<file path="src/rtl/slp_pkg.sv">
package slp_pkg;
  localparam int REG_W     = 8;
  localparam int BIT_BODS  = 7;
  localparam int BIT_SE    = 5;
  localparam int BIT_SM_LO = 3;
  localparam int BIT_UNLK  = 2;
  localparam logic [REG_W-1:0] PLAIN_MASK = 8'h7B;

  typedef enum logic [1:0] {
    MODE_IDLE      = 2'b00,
    MODE_ADC_QUIET = 2'b01,
    MODE_PWR_DOWN  = 2'b10,
    MODE_STANDBY   = 2'b11
  } slp_mode_e;
endpackage

</file>
<file path="src/rtl/slp_unlock.sv">
module slp_unlock #(
  parameter int WIN  = 4,
  parameter int DLY  = 3,
  parameter int HOLD = 3
) (
  input  logic clk_i,
  input  logic rst_ni,
  input  logic wr_i,
  input  logic arm_i,
  input  logic commit_i,
  output logic unlock_o,
  output logic bods_o,
  output logic eff_o
);
  localparam int WW = $clog2(WIN + 1);
  localparam int BW = $clog2(DLY + HOLD + 1);
  localparam logic [WW-1:0] WIN_L  = WW'(WIN);
  localparam logic [BW-1:0] LOAD_L = BW'(DLY + HOLD);
  localparam logic [BW-1:0] HOLD_L = BW'(HOLD);

  logic [WW-1:0] win_q;
  logic [BW-1:0] bods_q;

  // any write rewrites the arm state; otherwise count the window down
  always_ff @(posedge clk_i or negedge rst_ni) begin
    if (!rst_ni)              win_q <= '0;
    else if (wr_i)            win_q <= arm_i ? WIN_L : '0;
    else if (win_q != '0)     win_q <= win_q - 1'b1;
  end

  always_ff @(posedge clk_i or negedge rst_ni) begin
    if (!rst_ni)                         bods_q <= '0;
    else if (commit_i && win_q != '0)    bods_q <= LOAD_L;
    else if (bods_q != '0)               bods_q <= bods_q - 1'b1;
  end

  assign unlock_o = (win_q != '0);
  assign bods_o   = (bods_q != '0);
  assign eff_o    = (bods_q != '0) && (bods_q <= HOLD_L);
endmodule

</file>
<file path="src/rtl/slp_seq.sv">
module slp_seq
  import slp_pkg::*;
(
  input  logic       clk_i,
  input  logic       rst_ni,
  input  logic       sleep_i,
  input  logic       wake_i,
  input  logic       se_i,
  input  logic [1:0] sm_i,
  input  logic       eff_i,
  output logic       req_o,
  output logic [1:0] mode_o,
  output logic       bod_off_o
);
  slp_mode_e mode_q;
  logic      req_q, bod_q;
  logic      take;

  assign take = sleep_i && se_i;

  always_ff @(posedge clk_i or negedge rst_ni) begin
    if (!rst_ni) begin
      req_q  <= 1'b0;
      mode_q <= MODE_IDLE;
      bod_q  <= 1'b0;
    end else begin
      req_q <= take;
      if (take) mode_q <= slp_mode_e'(sm_i);
      if (take && eff_i) bod_q <= 1'b1;
      else if (wake_i)   bod_q <= 1'b0;
    end
  end

  assign req_o     = req_q;
  assign mode_o    = mode_q;
  assign bod_off_o = bod_q;
endmodule

</file>
<file path="src/rtl/slp_ctrl_reg.sv">
module slp_ctrl_reg
  import slp_pkg::*;
#(
  parameter int WIN  = 4,
  parameter int DLY  = 3,
  parameter int HOLD = 3
) (
  input  logic             clk_i,
  input  logic             rst_ni,
  input  logic             wr_en_i,
  input  logic [REG_W-1:0] wr_data_i,
  output logic [REG_W-1:0] rd_data_o,
  input  logic             sleep_i,
  input  logic             wake_i,
  output logic             sleep_req_o,
  output logic [1:0]       sleep_mode_o,
  output logic             bod_off_o
);
  logic [REG_W-1:0] plain_q;
  logic unlock, bods, eff, arm, commit;

  always_ff @(posedge clk_i or negedge rst_ni) begin
    if (!rst_ni)      plain_q <= '0;
    else if (wr_en_i) plain_q <= wr_data_i & PLAIN_MASK;
  end

  assign arm    = wr_data_i[BIT_BODS] &&  wr_data_i[BIT_UNLK];
  assign commit = wr_en_i && wr_data_i[BIT_BODS] && !wr_data_i[BIT_UNLK];

  slp_unlock #(.WIN(WIN), .DLY(DLY), .HOLD(HOLD)) u_unlock (
    .clk_i    (clk_i),
    .rst_ni   (rst_ni),
    .wr_i     (wr_en_i),
    .arm_i    (arm),
    .commit_i (commit),
    .unlock_o (unlock),
    .bods_o   (bods),
    .eff_o    (eff)
  );

  slp_seq u_seq (
    .clk_i     (clk_i),
    .rst_ni    (rst_ni),
    .sleep_i   (sleep_i),
    .wake_i    (wake_i),
    .se_i      (plain_q[BIT_SE]),
    .sm_i      (plain_q[BIT_SM_LO+1:BIT_SM_LO]),
    .eff_i     (eff),
    .req_o     (sleep_req_o),
    .mode_o    (sleep_mode_o),
    .bod_off_o (bod_off_o)
  );

  always_comb begin
    rd_data_o           = plain_q;
    rd_data_o[BIT_BODS] = bods;
    rd_data_o[BIT_UNLK] = unlock;
  end
endmodule

</file>
<file path="config.mk">
export PLATFORM = sky130hd
export DESIGN_NAME = slp_ctrl_reg
export DESIGN_NICKNAME = d
export VERILOG_FILES = /design/src/rtl/slp_pkg.sv /design/src/rtl/slp_unlock.sv /design/src/rtl/slp_seq.sv /design/src/rtl/slp_ctrl_reg.sv
export SDC_FILE = /design/constraint.sdc
export NUM_CORES = 1
export LEC_CHECK = 0
export CAP_MARGIN = 0
export CORE_MARGIN = 3
export CORE_UTILIZATION = 59
export DETAILED_ROUTE_END_ITERATION = 16
export DONT_BUFFER_PORTS = 1
export GPL_ROUTABILITY_DRIVEN = 1
export PLACE_DENSITY = 0.82
export SETUP_SLACK_MARGIN = 0.3
export SLEW_MARGIN = 25
export SYNTH_ARGS = -nofsm -noshare
export SYNTH_HDL_FRONTEND = slang
export SYNTH_HIERARCHICAL = 1
export SYNTH_SLANG_ARGS = --single-unit
export TNS_END_PERCENT = 50
</file>
<file path="constraint.sdc">
create_clock -name clk_i -period 1.7 [get_ports clk_i]
set_input_delay 0.51 -clock clk_i [delete_from_list [all_inputs] [get_ports clk_i]]
set_output_delay 0.51 -clock clk_i [all_outputs]
set_load 0.005 [all_outputs]
</file>
==> metrics.txt <==
startpoint types flop; 1st-iter DRT viols 6; Worst path slowest cell dfrtp_1; Max Root-Sink Buffers 2; area leader, netlist dfrtp_1; Worst Hold Class primary input to flop; synth top area cells dfrtp_1 50%, mux2_4 15%, ha_1 7.8%; core footprint approximately 1200 sq um; Cell Pwr Density 1614 nW/um^2; CTS tree built; total clock sinks 16; final worst slack ~0.097 ns; adder-cell area share of the yosys netlist under 10%; reg2reg end u_unlock/win_q[2]; worst-path maximum fanout 2; CP delay by family, top flip-flops; total die area 1835 sq um; peak supply drop roughly 1.1 mV; Leakage Power ~0.00043 uW; Initial Util 67.51%; Avg Synthesized Cell Area ~13 sq um; Final nets 89; critical path startpoint u_unlock/bods_q[0]; Finished Layout Cells 84; Rel. slew slack between 50% and 60%; FF-to-FF Start u_unlock/win_q[0]; Internal about 960 uW; Crit path top cell by count inv_2; Final setup viols 0; most common cell after layout, fill and taps aside dfrtp_1; RSZ-0062 raised after global routing yes; sequential power share between 30 and 40%; Arrival @ worst endpoint 1.09 ns; Comb pwr share 43.3%; total power 1454 uW; hold path startpoint wr_en_i; main combinational cell family by area after synthesis multiplexers; DP HPWL 986.6 um; IO Count 25; Post-Synth XOR/XNOR Area under 10%; area share of and/or/nand/nor cells after synthesis a little under a tenth; crit path cell chain inv_2 -> ha_4 -> nor2b_4 -> inv_2; die height between 40 and 50 um; Die Width ~43 um; DP Cell Count between 70 and 80; Antenna Nets Post-Route 0; CTS buffer count 3; initial antenna violation count 0; register-to-register setup slack 0.31 ns; status finished, final reports clean; DR DRC count 0; Crit Path Class flop to primary output; Crit path required time 1.19 ns; synthesized area between 800 and 900 sq um; top-area cell type share of the netlist area around half; pin slew with the least headroom to its limit a little under 0.7 ns; Post-Synthesis Cells between 60 and 70; Yosys cell types 21; Area Growth Syn to Fin 12.50%; depth of the CTS H-tree 1; Reg clk slew, reported paths roughly 0.090 ns; TritonRoute pass-1 iters 2; net switching power figure roughly 500 uW; Synth Area in Compound Gates about 5.5%; Tmin final between 1.5 and 2 ns; drt via density roughly 5.5; Util after Layout between 70% and 80%; fillers just under 80; vias in the first global route 512; Hold Path Sink u_unlock/win_q[0]; CP peak stage delay around 0.4 ns; most frequent cells in the layout 16 x dfrtp_1, 8 x mux2_4, 5 x buf_4; #FFs+latches synth 16; CP Buf/Inv Count 2; port bufs 0; Overflow after GRT 0; largest net degree at the start of global routing 17; Worst-Skew Late Latency 0.29 ns; root buffer selected by CTS clkbuf_4; layout cell share with drive strength beyond 1 about two fifths; max-slew violations 0; Final TNS setup 0 ns; FF-to-FF path depth 4; part of the power in the clock network between 10% and 20%; net count after synthesis between 80 and 90; pre-CTS WS 0.3211 ns; final worst path period share between 90 and 100%; Critical Path Sink Type primary output; clock skew 0.0006562 ns; switching share of total power between 30% and 40%; Placer Congestion between 0.7 and 0.8; Hold Path Cell Cnt 1; Max Cap Viol 0; Via Count 466; multiplexer share of the synthesized area 17.81%; yosys warns 6; wire per inst about 16 um; # rows 12; Routed WL approximately 1300 um; ANT cells 0; total track usage between 15 and 20%; Highest Clock Rate between 600 and 700 MHz; Seq/Total Area, Yosys about half; first-pass GRT wire length around 2200 um; Final Hold Fails 0
## worst reg2reg max path, stage by stage (launching register included)
cell	delay, ns
dfrtp_1	0.40
inv_1	0.12
ha_1	0.18
mux2_2	0.33
mux2_2	0.25
## cell families after synthesis
kind of cell	count (synthesis)
flops	16
simple gates	13
buf+inv	11
mux	10
compound gates	7
fa+ha+maj	5
xor+xnor	2
## worst max path at each step
stage,depth (start not counted),end
CTS,4,rd_data_o[7]
floorplan,5,rd_data_o[7]
global route,4,rd_data_o[7]
detailed placement,4,rd_data_o[7]
global placement,4,rd_data_o[7]
finish,4,rd_data_o[7]
## stage by stage
stage,hold slack [ns],cell area [sq um]
floorplan,0.2144,823.3
global placement,0.2148,799.5
detailed placement,0.2148,799.5
CTS,0.2574,893.4
global route,0.2443,900.9
finish,0.2670,900.9
## per-layer routing
layer / vias to the layer above / routed length (um) / GRT usage [%]
met3: 2 / 119 / 8.051
met1: 223 / 548 / 17.84
met4: 0 / 15 / 8.075
met2: 22 / 659 / 28.44
met5: - / 0 / 0
li1: 219 / - / -
## synth_stat cells (all sizes together)
cell / number
nor2b: 1
a211oi: 1
nor2: 4
and3b: 1
inv: 7
dfrtp: 16
a21oi: 1
nand2: 4
o31a: 1
xnor2: 2
and2: 1
o211ai: 1
o21ai: 3
nand2b: 1
nand3: 1
buf: 4
mux2: 10
ha: 5
## power by group through the flow
| stage | logic [uW] | clock network (uW) | registers, uW |
|---|---|---|---|
| detailed placement | 484 | 0 | 580 |
| finish | 630 | 255 | 569 |
| global route | 695 | 279 | 585 |
| global placement | 440 | 0 | 574 |
| CTS | 617 | 261 | 569 |
| floorplan | 465 | 0 | 561 |
## area by class of cell
cell class | instances | area (sq um) | area share, %
Sequential cell | 16 | 400.4 | 44.44
Tap cell | 14 | 17.52 | 1.944
Inverter | 7 | 26.28 | 2.917
Clock buffer | 4 | 36.28 | 4.028
Multi-Input combinational cell | 37 | 372.9 | 41.39
Timing Repair Buffer | 6 | 47.55 | 5.278
## flip-flops by register name, summed over array words and instances, names as in the netlist
register and cells:
plain_q 6, u_seq/bod_off_o 1, u_seq/mode_o 2, u_seq/req_o 1, u_unlock/bods_q 3, u_unlock/win_q 3
## what timing repair did
item	4_1_cts	5_1_grt
resized for setup	3	0
pin swaps	0	1
hold endpoints to repair	16	0
endpoints found under the setup margin	2	3
gates cloned	0	0
hold buffers	1	0
buffers inserted	4	1
Power figures use the tool's default switching activity.
